File: config.mk
export PLATFORM = sky130hd
export DESIGN_NAME = clkdiv_reload
export DESIGN_NICKNAME = d
export VERILOG_FILES = /design/src/rtl/clkdiv_reload.sv
export SDC_FILE = /design/constraint.sdc
export NUM_CORES = 1
export LEC_CHECK = 0
export BUFFER_PORTS_ARGS = -buffer_cell sky130_fd_sc_hd__buf_2
export CAP_MARGIN = 20
export CORE_MARGIN = 5
export CORE_UTILIZATION = 35
export DETAILED_ROUTE_END_ITERATION = 10
export RECOVER_POWER = 25
export SETUP_SLACK_MARGIN = 0.3
export SYNTH_ARGS = -nofsm -noshare
export SYNTH_HDL_FRONTEND = slang
export SYNTH_SLANG_ARGS = --single-unit
File: constraint.sdc
create_clock -name clk -period 3.5 [get_ports clk]
set_clock_uncertainty 0.05 [all_clocks]
set_input_delay 0.35 -clock clk [delete_from_list [all_inputs] [get_ports clk]]
set_output_delay 0.35 -clock clk [all_outputs]
set_load 0.05 [all_outputs]
File: src/rtl/clkdiv_reload.sv
module clkdiv_reload #(
  parameter int DATA_W     = 32,
  parameter int ADDR_W     = 4,
  parameter int RATIO_ADDR = 8,
  parameter int EN_OFS     = 24,
  parameter int CLK_IDX    = 1,
  parameter int TRIG_BIT   = 8,
  parameter int FIELD_LSB  = 8,
  parameter int FIELD_W    = 6
) (
  input  logic              clk,
  input  logic              rst,
  input  logic              reg_we,
  input  logic              reg_re,
  input  logic [ADDR_W-1:0] reg_addr,
  input  logic [DATA_W-1:0] reg_wdata,
  output logic [DATA_W-1:0] reg_rdata,
  output logic              div_out
);

  localparam int EN_BIT = CLK_IDX + EN_OFS;
  localparam int CNT_W  = 4;
  localparam logic [ADDR_W-1:0] CTRL_A = '0;
  localparam logic [ADDR_W-1:0] RAT_A  = ADDR_W'(RATIO_ADDR);

  logic [DATA_W-1:0]  ctrl;
  logic [FIELD_W-1:0] staged;
  logic               trig_q;
  logic               pend;
  logic [CNT_W-1:0]   active;
  logic [CNT_W-1:0]   cnt;

  function automatic logic [CNT_W-1:0] clamp_ratio(input logic [FIELD_W-1:0] v);
    if (v < FIELD_W'(4))      return CNT_W'(4);
    else if (v >= FIELD_W'(7)) return CNT_W'(8);
    else                      return v[CNT_W-1:0];
  endfunction

  wire en     = ctrl[EN_BIT];
  wire at_end = (cnt == active - CNT_W'(1));
  wire req    = ctrl[TRIG_BIT] & ~trig_q & ctrl[CLK_IDX];
  wire apply  = pend & (~en | at_end);

  logic [DATA_W-1:0] rd_mux;
  always_comb begin
    rd_mux = '0;
    if (reg_addr == CTRL_A)     rd_mux = ctrl;
    else if (reg_addr == RAT_A) rd_mux[FIELD_LSB +: FIELD_W] = staged;
  end

  always_ff @(posedge clk) begin
    if (rst) begin
      ctrl      <= '0;
      staged    <= '0;
      trig_q    <= 1'b0;
      pend      <= 1'b0;
      active    <= CNT_W'(4);
      cnt       <= '0;
      reg_rdata <= '0;
    end else begin
      if (reg_we && reg_addr == CTRL_A) ctrl   <= reg_wdata;
      if (reg_we && reg_addr == RAT_A)  staged <= reg_wdata[FIELD_LSB +: FIELD_W];
      if (reg_re) reg_rdata <= rd_mux;
      trig_q <= ctrl[TRIG_BIT];
      pend   <= req | (pend & ~apply);
      if (apply) active <= clamp_ratio(staged);
      if (!en || at_end) cnt <= '0;
      else               cnt <= cnt + CNT_W'(1);
    end
  end

  assign div_out = en && (cnt < (active >> 1));

  assert_ratio_legal_R9: assert property (@(posedge clk) disable iff (rst)
    active == 4 || active == 5 || active == 6 || active == 8);

  assert_swap_needs_request_R7: assert property (@(posedge clk) disable iff (rst)
    (active != $past(active)) |-> $past(pend));

  assert_swap_at_boundary_R8: assert property (@(posedge clk) disable iff (rst)
    (active != $past(active)) |-> ($past(at_end) || !$past(en)));

  assert_off_holds_zero_R3: assert property (@(posedge clk) disable iff (rst)
    $past(!en) |-> (cnt == '0));

  assert_cnt_in_period_R5: assert property (@(posedge clk) disable iff (rst)
    cnt < active);

endmodule

==> results.py <==
metrics = {
    "logic_synthesis": {
        "syn-cell-area_um2": 3160,
        "avgSynthCellArea_um2": 8.54,
        "synth_edf_count": 0,
        "synth_top_area_cell": "dfxtp_1",
        "ys_ff_latch": 80,
        "synthMuxAreaShare_pct": 5.46,
        "yosys.area_share.adder_pct": 1.58,
        "yosys-top-cells-area": "dfxtp_1, a21oi_1, nand2_1, nor2b_1, nor2_1",
        "synth_top_area_share_pct": 50.7,
        "async_flop_share_pct": 0,
        "yosys.area_share.simple_pct": 23.9,
        "synth_compound_area_share_pct": 12.0,
        "synth_xor_area_share_pct": 2.41,
        "yosysWarnings": 0,
        "syn-num-nets": 414,
        "synth_top_family_by_area": "simple AND/OR/NAND/NOR gates",
        "synthCells": 370,
        "synth_flop_cell": "dfxtp_1",
        "ys_top_cells_by_count": "dfxtp_1, nand2_1, a21oi_1",
        "synth-seq-area-share_pct": 50.7,
        "yosysMostFrequentCell": "dfxtp_1",
        "yosysUniqueCellTypes": 31,
    },
    "timing": {
        "relSlewSlack_pct": -4.36,
        "period_needed_ns": 2.14,
        "fmax_ghz": 0.467,
        "timing.setup.tns_ns": 0,
        "slew_viol_final": 38,
        "finalSetupViolCount": 0,
        "rsz0062_at_grt": "no",
        "min_period_over_period_pct": 61.2,
        "timing.final.hold_violations": 0,
        "max_slew.worst_pin.slew_ns": 1.57,
        "whs_ns": 0.171,
    },
    "grt": {
        "grt_pass1_wl_mm": 12.3,
        "grt_pass1_vias": 2560,
        "track_usage_pct": 13.4,
        "antenna_found_initial": 1,
        "grtUsageMet3_pct": 5.61,
        "overflow": 0,
        "gr-usage-met2_pct": 21.0,
        "busiest_layer": "met2",
        "gr-usage-met1_pct": 17.3,
        "grt_max_degree": 42,
    },
    "place": {
        "dpl_cell_area_um2": 3580,
        "numPlacedInstances": 531,
        "hpwl_mm": 4.92,
        "portBuffers": 72,
        "gp_congestion": 0.749,
    },
    "final_layout": {
        "insertedDiodeCount": 0,
        "postLayoutCellArea_um2": 3740,
        "areaGrowthSynthToFinish_pct": 18.4,
        "stdcell_count": 547,
        "utilization_pct": 42.7,
        "seq_area_um2": 1600,
        "drive_above_1_share_pct": 18.7,
        "multi_input_area_um2": 1430,
        "nets": 478,
        "fillCellCount": 930,
    },
    "cts": {
        "cts-root-buf": "clkbuf_8",
        "clockBufferDepth": 2,
        "cts_buffers": 9,
        "post_cts_buffers": 0,
        "htreeDepth": 3,
        "post_cts_resized": 0,
        "clock-sinks": 80,
        "clk_latency_ns": 0.35,
        "ctsHoldBuffers": 0,
        "path_clk_slew_ns": 0.09,
        "cts_tree": "built",
    },
    "routing": {
        "first_pass_iters": 4,
        "wire_per_inst_um": 13.5,
        "via_count": 2590,
        "wl_mm": 7.38,
        "drt_iter0_markers": 99,
        "drc": 0,
        "ant_nets": 0,
        "viasPerCell": 4.73,
    },
    "job": {
        "cap_violations": 1,
    },
    "worst_setup_path": {
        "critPathSlowestCell": "dfxtp_1",
        "cp_top_family": "flip-flops",
        "crit_required_ns": 3.10,
        "critPathMaxFanout": 4,
        "slowest_delay_ns": 0.41,
        "critPathKind": "reg -> out",
        "path_buf_inv": 2,
        "path_cells": "inv_1, ha_1, o21a_1, o21ai_0, and3_1, buf_2",
        "crit_arrival_ns": 1.74,
        "critPathCaptureType": "primary output",
        "startpoint_type": "flop",
    },
    "floorplanning": {
        "die_w_um": 105,
        "die_h_um": 105,
        "fp.dieArea_um2": 11000,
        "io_pins": 73,
        "fp.coreArea_um2": 8760,
        "start_util_pct": 36.1,
        "rows": 34,
    },
    "power_and_ir_drop": {
        "vdd_ir_drop_max_mv": 0.237,
        "p_leak_nw": 1.47,
        "power_density_nw_per_um2": 434,
    },
    "worst_hold_path": {
        "hold_path_class": "in -> reg",
    },
    "run_status": {
        "status": "finished, violations left",
        "violations": "capacitance limit, slew limit",
    },
}
## cell type report
class,instances,share of cell area [%]
inverter,7,0.702
multi-input combinational,260,38.2
tap,108,3.61
clock buffer,9,3.31
clock inverter,7,1.67
sequential,80,42.8
timing repair buffer,76,9.69
## power breakdown
group / total, mW / switching (mW) / internal [mW]
Clock: 0.636 / 0.363 / 0.272
Sequential: 0.919 / 0.00353 / 0.915
Combinational: 0.0705 / 0.0437 / 0.0268
Total: 1.62 / 0.411 / 1.21
## cells by family (layout without fill, tap and decap cells)
logic type | after synthesis | in the layout
flops | 80 | 80
simple gates | 163 | 163
xor+xnor | 7 | 7
mux | 16 | 16
fa+ha+maj | 4 | 4
buf+inv | 30 | 99
compound gates | 70 | 70
## flip-flops by register name (all words and copies together) (netlist names)
name / flops
active: 4
cnt: 4
ctrl: 32
pend: 1
reg_rdata: 32
staged: 6
trig_q: 1
## routing by layer
layer | wire length [um] | share of wire (%)
met5 | 7 | 0.095
met4 | 44 | 0.60
met2 | 3330 | 45
met1 | 3480 | 47
met3 | 521 | 7.1
## per-stage QoR
step           setup WS, ns  power (mW)
6_report               1.36        1.62
5_1_grt                1.26        1.70
4_1_cts                1.33        1.65
3_5_place_dp           1.25        1.01
3_3_place_gp           1.36        1.01
2_1_floorplan          1.69       0.977
## worst min-delay path, cell delays in order
cell	delay, ns
buf_2	0.09
nand2_1	0.04
a21oi_1	0.05
## final timing paths
path	from	to	slack [ns]	cells after the start
worst max register to register	active[0]	active[3]	1.53	6
worst max-delay path	active[2]	div_out	1.36	6
worst min-delay path	reg_wdata[2]	ctrl[2]	0.17	3
worst min register to register	ctrl[13]	ctrl[13]	0.41	2
## placed cells by master, fill, tap and decap left out
cell type | Yosys | layout
mux2i_1 | 9 | 9
nor3_4 | 1 | 1
a21oi_1 | 65 | 65
and3_1 | 1 | 1
inv_6 | 0 | 3
mux2_4 | 1 | 1
nor3_2 | 1 | 1
mux2_2 | 6 | 6
buf_4 | 2 | 4
inv_8 | 0 | 1
xnor3_2 | 1 | 1
ha_1 | 4 | 4
inv_1 | 7 | 7
xnor2_1 | 3 | 3
and3b_1 | 2 | 2
nand2_1 | 70 | 70
nand3_1 | 10 | 10
nand2_2 | 1 | 1
nor2_1 | 39 | 39
o32ai_4 | 1 | 1
clkbuf_1 | 14 | 22
nand3b_1 | 2 | 2
clkinv_4 | 0 | 2
nor3_1 | 1 | 1
o21a_1 | 1 | 1
xor2_1 | 3 | 3
buf_2 | 6 | 50
dfxtp_1 | 80 | 80
or3_1 | 2 | 2
nand2b_1 | 6 | 6
nor2b_1 | 27 | 27
clkbuf_8 | 0 | 9
o211ai_1 | 1 | 1
o21ai_0 | 2 | 2
clkinvlp_4 | 0 | 1
Power figures use the tool's default switching activity.
